**src/rtl/ppi_pkg.sv**
```systemverilog
package ppi_pkg;

  typedef enum logic [1:0] {
    SEL_A   = 2'd0,
    SEL_B   = 2'd1,
    SEL_C   = 2'd2,
    SEL_CTL = 2'd3
  } sel_e;

  typedef struct packed {
    logic [1:0] grpa_mode;
    logic       a_in;
    logic       cu_in;
    logic       grpb_mode;
    logic       b_in;
    logic       cl_in;
  } cfg_t;

  localparam cfg_t CFG_RESET = '{grpa_mode: 2'b00, a_in: 1'b1, cu_in: 1'b1,
                                 grpb_mode: 1'b0, b_in: 1'b1, cl_in: 1'b1};

endpackage

```
**src/rtl/ppi_ctrl.sv**
```systemverilog
module ppi_ctrl
  import ppi_pkg::*;
#(
  parameter int PORT_W = 8
) (
  input  logic              clk,
  input  logic              rst,
  input  logic              ctl_we,
  input  logic [7:0]        wdata,
  output cfg_t              cfg,
  output logic              mode_load,
  output logic [PORT_W-1:0] bsr_mask,
  output logic [PORT_W-1:0] bsr_val
);
  localparam int IDX_W = $clog2(PORT_W);

  logic [IDX_W-1:0] bit_idx;

  assign mode_load = ctl_we && wdata[7];
  assign bit_idx   = wdata[IDX_W:1];

  always_comb begin
    bsr_mask = '0;
    if (ctl_we && !wdata[7]) bsr_mask[bit_idx] = 1'b1;
    bsr_val = {PORT_W{wdata[0]}};
  end

  always_ff @(posedge clk) begin
    if (rst) begin
      cfg <= CFG_RESET;
    end else if (mode_load) begin
      cfg.grpa_mode <= wdata[6:5];
      cfg.a_in      <= wdata[4];
      cfg.cu_in     <= wdata[3];
      cfg.grpb_mode <= wdata[2];
      cfg.b_in      <= wdata[1];
      cfg.cl_in     <= wdata[0];
    end
  end
endmodule

```
**src/rtl/ppi_latch.sv**
```systemverilog
module ppi_latch #(
  parameter int W = 8
) (
  input  logic         clk,
  input  logic         rst,
  input  logic         clr,
  input  logic [W-1:0] mask,
  input  logic [W-1:0] val,
  output logic [W-1:0] q
);
  always_ff @(posedge clk) begin
    if (rst || clr) q <= '0;
    else            q <= (q & ~mask) | (val & mask);
  end
endmodule

```
**src/rtl/ppi_rdmux.sv**
```systemverilog
module ppi_rdmux
  import ppi_pkg::*;
#(
  parameter int PORT_W = 8
) (
  input  sel_e              sel,
  input  cfg_t              cfg,
  input  logic [PORT_W-1:0] a_q,
  input  logic [PORT_W-1:0] a_pin,
  input  logic [PORT_W-1:0] b_q,
  input  logic [PORT_W-1:0] b_pin,
  input  logic [PORT_W-1:0] c_q,
  input  logic [PORT_W-1:0] c_pin,
  output logic [PORT_W-1:0] rdata
);
  localparam int HALF = PORT_W / 2;

  logic [PORT_W-1:0] c_view;

  assign c_view = {cfg.cu_in ? c_pin[PORT_W-1:HALF] : c_q[PORT_W-1:HALF],
                   cfg.cl_in ? c_pin[HALF-1:0]      : c_q[HALF-1:0]};

  always_comb begin
    unique case (sel)
      SEL_A:   rdata = cfg.a_in ? a_pin : a_q;
      SEL_B:   rdata = cfg.b_in ? b_pin : b_q;
      SEL_C:   rdata = c_view;
      default: rdata = '0;
    endcase
  end
endmodule

```
**src/rtl/ppi_port_unit.sv**
```systemverilog
module ppi_port_unit
  import ppi_pkg::*;
#(
  parameter int PORT_W = 8
) (
  input  logic              clk,
  input  logic              rst,
  input  logic              cs_n,
  input  logic              rd_n,
  input  logic              wr_n,
  input  logic [1:0]        addr,
  input  logic [7:0]        d_in,
  output logic [7:0]        d_out,
  output logic              d_oe,
  input  logic [PORT_W-1:0] pa_in,
  output logic [PORT_W-1:0] pa_out,
  output logic [PORT_W-1:0] pa_oe,
  input  logic [PORT_W-1:0] pb_in,
  output logic [PORT_W-1:0] pb_out,
  output logic [PORT_W-1:0] pb_oe,
  input  logic [PORT_W-1:0] pc_in,
  output logic [PORT_W-1:0] pc_out,
  output logic [PORT_W-1:0] pc_oe
);
  localparam int HALF = PORT_W / 2;

  sel_e              sel;
  logic              wr_act;
  cfg_t              cfg;
  logic              mode_load;
  logic [PORT_W-1:0] bsr_mask, bsr_val;
  logic [PORT_W-1:0] a_mask, b_mask, c_mask, c_val;
  logic [1:0]        c_half_in;

  assign sel    = sel_e'(addr);
  assign wr_act = !cs_n && !wr_n;

  ppi_ctrl #(.PORT_W(PORT_W)) u_ctrl (
    .clk(clk), .rst(rst), .ctl_we(wr_act && sel == SEL_CTL), .wdata(d_in),
    .cfg(cfg), .mode_load(mode_load), .bsr_mask(bsr_mask), .bsr_val(bsr_val)
  );

  assign a_mask = (wr_act && sel == SEL_A) ? '1 : '0;
  assign b_mask = (wr_act && sel == SEL_B) ? '1 : '0;
  assign c_mask = (wr_act && sel == SEL_C) ? '1 : bsr_mask;
  assign c_val  = (wr_act && sel == SEL_C) ? d_in[PORT_W-1:0] : bsr_val;

  ppi_latch #(.W(PORT_W)) u_lat_a (
    .clk(clk), .rst(rst), .clr(mode_load), .mask(a_mask), .val(d_in[PORT_W-1:0]), .q(pa_out)
  );
  ppi_latch #(.W(PORT_W)) u_lat_b (
    .clk(clk), .rst(rst), .clr(mode_load), .mask(b_mask), .val(d_in[PORT_W-1:0]), .q(pb_out)
  );

  assign c_half_in = {cfg.cu_in, cfg.cl_in};

  for (genvar h = 0; h < 2; h++) begin : g_chalf
    ppi_latch #(.W(HALF)) u_lat_c (
      .clk(clk), .rst(rst), .clr(mode_load),
      .mask(c_mask[h*HALF +: HALF]), .val(c_val[h*HALF +: HALF]),
      .q(pc_out[h*HALF +: HALF])
    );
    assign pc_oe[h*HALF +: HALF] = {HALF{!c_half_in[h]}};
  end

  assign pa_oe = {PORT_W{!cfg.a_in}};
  assign pb_oe = {PORT_W{!cfg.b_in}};

  ppi_rdmux #(.PORT_W(PORT_W)) u_rdmux (
    .sel(sel), .cfg(cfg),
    .a_q(pa_out), .a_pin(pa_in), .b_q(pb_out), .b_pin(pb_in),
    .c_q(pc_out), .c_pin(pc_in), .rdata(d_out)
  );

  assign d_oe = !cs_n && !rd_n;
endmodule

```
**config.mk**
```make
export PLATFORM = sky130hd
export DESIGN_NAME = ppi_port_unit
export DESIGN_NICKNAME = d
export VERILOG_FILES = /design/src/rtl/ppi_pkg.sv /design/src/rtl/ppi_ctrl.sv /design/src/rtl/ppi_latch.sv /design/src/rtl/ppi_rdmux.sv /design/src/rtl/ppi_port_unit.sv
export SDC_FILE = /design/constraint.sdc
export NUM_CORES = 1
export LEC_CHECK = 0
export CORE_MARGIN = 2
export CORE_UTILIZATION = 36
export DETAILED_ROUTE_END_ITERATION = 10
export MAX_ROUTING_LAYER = met4
export PLACE_DENSITY = 0.77
export SKIP_LAST_GASP = 1
export SLEW_MARGIN = 0
export SYNTH_ARGS = -nofsm -noshare
export SYNTH_HDL_FRONTEND = slang
export SYNTH_SLANG_ARGS = --single-unit
```
**constraint.sdc**
```tcl
create_clock -name clk -period 1.3 [get_ports clk]
set_input_delay 0.13 -clock clk [delete_from_list [all_inputs] [get_ports clk]]
set_output_delay 0.13 -clock clk [all_outputs]
set_load 0.02 [all_outputs]
```
==> metrics.txt, run 1 <==
status=finished with violations; failing checks=setup timing; FF-to-FF setup slack=0.19 ns; Worst path depth=5; H-tree Lvls=1; f_max=0.644 GHz; Core ar.=0.00479 sq mm; Setup crit start kind=flop; vias in the first global route=1,929; CTS buffer count=3; synthesized area per cell=8.66 sq um; WL/cell=15.9 um; crit-path max cell delay=0.35 ns; dpl hpwl=4770 um; layout cells sized above 1=35.8%; max-cap violations=0; register area share after synthesis=30.8%; slowest CP cell=dfxtp_2; CP top delay family=flip-flops; PortBufs=95; largest net degree at the start of global routing=25; first-pass GRT wire length=9430 um; clk root buf=clkbuf_8; critical path endpoint category=output pin; multi-input logic area=0.00107 sq mm; die height=75.1 um; main area contributors after synthesis=dfxtp_1 (31%), mux2i_1 (18%), buf_4 (8.7%), nand2_1 (6.2%), a21oi_1 (4.4%); Syn Inst Count=210; hold_buf cts=0; Routed Antenna Nets=0; Pwr Total=2.20 mW; WP buf/inv=2; DRT Pass-1 Iters=4; die area=0.00563 sq mm; Finish-stage setup viols=16; leakage dissipation=1.52 nW; most common cell after layout, fill and taps aside=buf_4; cell taking the most area after synthesis=dfxtp_1; clk_lat worst skew=0.29 ns; Die Span X=75.1 um; most frequent cells in the layout=buf_4 (48), nand2_1 (30), clkdlybuf4s50_1 (30); pwr dens=706 mW/mm^2; clock tree from TritonCTS=done; syn_nets=249; ANT cells=0; Final GP Congestion=0.894; initial antenna violation count=0; fin. max-slew vios=0; Max clock buf depth=2; final wirelength=6270 um; FF-to-FF path depth=5; std cell rows=25; CTS Sinks=28; CP arrival=1.42 ns; Nets=367; Seq. cell area=567 sq um; final hold violation count=0; flops & latches, synth=28; fill cell count=425; Remaining Overflow, GRT=0; I/O pins=96; hold path depth=4; critical path cell sequence=buf_12 > mux2i_2 > o22a_1 > o21ai_1 > buf_2; slew margin rel.=81.1%; Initial Util=38.0%; # DRC=0; Synth Warn #=0; Req. time, crit path=1.17 ns; Worst-path clk slew=0.10 ns; Setup WS post-layout=-0.253 ns; peak supply drop=0.000565 V; via count=1,989; Starting DRT DRC Count=99; CP max FO=9; Hold/Removal Path Class=in2reg; vias per cell=5.05; share of the synthesized area in the top cell type=30.8%; Syn-to-layout area delta=71.1%; global-route usage over all layers=23.2%; Yosys cell types=31; RSZ-0062 raised after global routing=yes; type of the worst setup path=reg2out; crit share post-route=119%; Mapped Area=0.00182 sq mm; Worst Tran Pin Value=0.283 ns; Final Hold Slack=0.335 ns; min Tclk post-route=1.55 ns; Final Skew=0 ns
==> logic make-up after synthesis <==
logic type             share of synthesized area, %
AND/OR/NAND/NOR                                18.0
AO/OA/AOI/OAI                                  16.9
buffers and inverters                          14.9
multiplexers                                   19.4
flip-flops                                     30.8
==> metal layers <==
layer	GRT usage, %	up-vias	part of all wire (%)
met2	40.0	84	50
met5	-	-	0
met4	7.94	0	1.8
met3	4.28	11	7.5
met1	26.9	931	40
li1	-	963	-
==> per-stage QoR <==
| step | std cells | setup WS [ns] | utilization (%) | cell area [sq um] | setup TNS (ns) |
|---|---|---|---|---|---|
| 6_report | 394 | -0.253 | 65.0 | 3110 | -2.60 |
| 5_1_grt | 394 | -0.303 | 65.0 | 3110 | -3.62 |
| 4_1_cts | 393 | -0.254 | 65.2 | 3120 | -2.78 |
| 3_5_place_dp | 389 | -0.753 | 64.5 | 3090 | -20.20 |
| 3_3_place_gp | 389 | -0.692 | 64.5 | 3090 | -18.24 |
| 2_1_floorplan | 210 | -0.0204 | - | 1860 | -0.0993 |
==> layout make-up <==
type | count | area share (%)
multi-input combinational | 140 | 34.5
timing repair inverter | 1 | 0.241
sequential | 28 | 18.2
tap | 67 | 2.70
timing repair buffer | 149 | 41.3
clock buffer | 3 | 1.33
inverter | 5 | 0.724
clock inverter | 1 | 0.965
==> final timing paths <==
kind | from | endpoint
hold / removal | d_in[2] | flop
setup / recovery | u_ctrl.cfg[4] | d_out[4]
hold reg to reg | flop | flop
setup reg to reg | u_ctrl.cfg[1] | u_ctrl.cfg[1]
==> tightest hold or removal path: cells and delay by family <==
| family | cells | cell delay, ns |
|---|---|---|
| buffers and inverters | 2 | 0.35 |
| and+or+nand+nor | 1 | 0.05 |
| AOI/OAI and AO/OA | 1 | 0.05 |
==> synth_stat cells <==
| library cell | instances |
|---|---|
| buf_4 | 21 |
| a21oi_1 | 16 |
| nand2_2 | 1 |
| or4b_1 | 1 |
| nor4_1 | 1 |
| nand2_1 | 30 |
| a22oi_1 | 3 |
| nor2_1 | 11 |
| and4bb_2 | 1 |
| a31o_1 | 3 |
| o22a_1 | 8 |
| nor3_2 | 1 |
| nor3_4 | 1 |
| and4b_1 | 1 |
| nor4b_4 | 1 |
| or2_1 | 2 |
| buf_2 | 3 |
| nor4b_2 | 2 |
| mux2i_1 | 33 |
| a41o_1 | 2 |
| nand2b_1 | 3 |
| clkbuf_1 | 9 |
| mux2_1 | 2 |
| nand4_1 | 2 |
| o211ai_1 | 4 |
| a32oi_1 | 2 |
| nor3_1 | 1 |
| inv_1 | 5 |
| dfxtp_1 | 28 |
| buf_6 | 4 |
| o21ai_0 | 8 |
==> where the power goes <==
group          switching, mW  internal (mW)  leakage [nW]
combinational          0.292          0.303          1.26
clock                  0.297          0.414        0.0357
sequential            0.0138          0.875         0.226
total                  0.604           1.59          1.52
==> what timing repair did <==
action / in CTS / in global routing
endpoints found under the setup margin: 81 / 42
gates resized for setup: 156 / 23
gates cloned: 0 / 1
setup buffers: 0 / 1
pin swaps: 4 / 1
No activity file was read; power rests on OpenSTA's default activity.
==> run 2, diff against run 1 <==
--- a/config.mk
+++ b/config.mk
@@ -6,7 +6,7 @@
 export NUM_CORES = 1
 export LEC_CHECK = 0
 export CORE_MARGIN = 2
-export CORE_UTILIZATION = 36
+export CORE_UTILIZATION = 38
 export DETAILED_ROUTE_END_ITERATION = 10
 export MAX_ROUTING_LAYER = met4
 export PLACE_DENSITY = 0.77
@@ -14,4 +14,5 @@
 export SLEW_MARGIN = 0
 export SYNTH_ARGS = -nofsm -noshare
 export SYNTH_HDL_FRONTEND = slang
+export SYNTH_HIERARCHICAL = 1
 export SYNTH_SLANG_ARGS = --single-unit
==> run 2 against run 1 <==
The run still ends with setup timing left. Maximum frequency is 1.2% higher. Global-route usage shrank 0.48 points. Non-clock buffer count is 13 higher. Critical path depth did not move. Worst hold slack better by 0.057 ns. Core utilization up 4.4 points. Power fell by 4.7%. Worst setup slack better by 0.019 ns. Sequential power about the same. Via count grew 0.65%. Highest routed layer unchanged.
==> metrics.txt, run 2 <==
Setup crit start kind=flop; Nets=375 (+2.2%); Syn Inst Count=208 (-0.95%); clk_lat worst skew=0.27 ns (-0.02 ns); Mapped Area=0.00199 sq mm (+9.4%); CTS Sinks=28 (unchanged); Final Skew=0 ns (unchanged); syn_nets=247 (-0.80%); Finish-stage setup viols=14 (-2); clk root buf=clkbuf_8; Final GP Congestion=0.850 (-5.0%); Max clock buf depth=2 (unchanged); vias per cell=4.96 (-1.8%); H-tree Lvls=1 (unchanged); Starting DRT DRC Count=70 (-29%); vias in the first global route=1,944 (+0.78%); min Tclk post-route=1.53 ns (-0.0187 ns); hold_buf cts=0 (unchanged); crit share post-route=118% (-1.4 points); ANT cells=0 (unchanged); Remaining Overflow, GRT=0 (unchanged); WL/cell=16.5 um (+4.0%); Pwr Total=2.09 mW (-4.7%); most frequent cells in the layout=buf_4 (54), mux2i_1 (38), clkdlybuf4s50_1 (30); global-route usage over all layers=22.7% (-0.48 points); Seq. cell area=576 sq um (+1.5%); RSZ-0062 raised after global routing=yes; Setup WS post-layout=-0.234 ns (+0.0187 ns); Routed Antenna Nets=0 (unchanged); pwr dens=594 mW/mm^2 (-16%); Worst Tran Pin Value=0.307 ns (+0.0237 ns); # DRC=0 (unchanged); largest net degree at the start of global routing=17 (-32%); peak supply drop=0.000410 V (-27%); final hold violation count=0 (unchanged); Core ar.=0.00507 sq mm (+6.0%); Die Span X=76.4 um (+1.7%); PortBufs=95 (unchanged); slew margin rel.=79.5% (-1.6 points); Place WS=-0.832 ns (-0.0795 ns); critical path endpoint category=output pin; CP max FO=3 (-6); std cell rows=26 (+4.0%); CTS buffer count=3 (unchanged); dpl hpwl=4840 um (+1.4%); Worst-path clk slew=0.10 ns (about the same); die area=0.00583 sq mm (+3.5%); type of the worst setup path=reg2out; final wirelength=6690 um (+6.6%); synthesized area per cell=9.56 sq um (+10%); f_max=0.652 GHz (+1.2%); failing checks=setup timing; CP arrival=1.40 ns (-0.02 ns); max-cap violations=0 (unchanged); multi-input logic area=0.00126 sq mm (+17%); die height=76.4 um (+1.7%); Synth Warn #=6 (+6); fin. max-slew vios=0 (unchanged); I/O pins=96 (unchanged); clock tree from TritonCTS=done; via count=2,002 (+0.65%); Initial Util=39.2% (+1.2 points); initial antenna violation count=0 (unchanged); Hold/Removal Path Class=in2reg; most common cell after layout, fill and taps aside=buf_4; DRT Pass-1 Iters=4 (unchanged); Req. time, crit path=1.17 ns (about the same); status=finished with violations; first-pass GRT wire length=10,300 um (+9.2%); layout cells sized above 1=49.4% (+14 points); fill cell count=411 (-3.3%); leakage dissipation=1.71 nW (+13%); Syn-to-layout area delta=77.1%
## run 2: stage by stage
step                utilization [%]  area [sq um]  hold slack [ns]  TNS (ns)  instances
floorplan                         -          2020            0.207    -0.168        208
global placement               64.4          3270            0.570    -20.32        392
detailed placement             64.4          3270            0.577    -22.15        392
CTS                            64.3          3260            0.384     -1.88        396
global route                   69.4          3520            0.403     -2.89        404
finish                         69.4          3520            0.392     -1.74        404
## run 2: final cells by class
cell class / instances / share of cell area [%]
Sequential cell: 28 / 16.3
Tap cell: 70 / 2.49
Multi-Input combinational cell: 136 / 35.7
Timing Repair Buffer: 162 / 43.8
Clock buffer: 3 / 1.17
Inverter: 5 / 0.533
## run 2: worst paths after layout
check	startpoint	to	slack [ns]	cells after the start
worst max-delay path	u_ctrl/cfg[4]	d_out[1]	-0.23	5
worst min-delay path	addr[1]	flop	0.39	5
worst max register to register	u_ctrl/cfg[0]	u_ctrl/cfg[0]	0.40	2
worst min register to register	u_ctrl/cfg[3]	u_ctrl/cfg[3]	0.60	1
## run 2: power breakdown
part / internal, mW / leakage [nW] / total, mW / switching, mW
combinational: 0.398 / 1.46 / 0.717 / 0.319
clock: 0.208 / 0.0216 / 0.487 / 0.279
sequential: 0.870 / 0.226 / 0.887 / 0.0173
## run 2: what timing repair did
| item | 4_1_cts | 5_1_grt |
|---|---|---|
| setup endpoints to repair | 85 | 35 |
| cloned | 0 | 2 |
| pin swaps | 10 | 15 |
| resized for setup | 190 | 54 |
| hold endpoints to repair | 0 | 0 |
| buffers inserted | 1 | 7 |
## run 2: worst max-delay path, stage by stage (launching register included)
cell and delay (ns):
dfxtp_4 0.38, buf_6 0.13, mux2i_4 0.18, o22a_1 0.23, o21ai_2 0.08, buf_6 0.14
## run 2: layer usage
layer | up-vias | GRT usage (%) | share of wire, %
li1 | 957 | - | -
met1 | 943 | 28.6 | 44
met2 | 90 | 37.9 | 49
met3 | 12 | 3.55 | 4.6
met4 | 0 | 6.36 | 2.5
met5 | - | - | 0
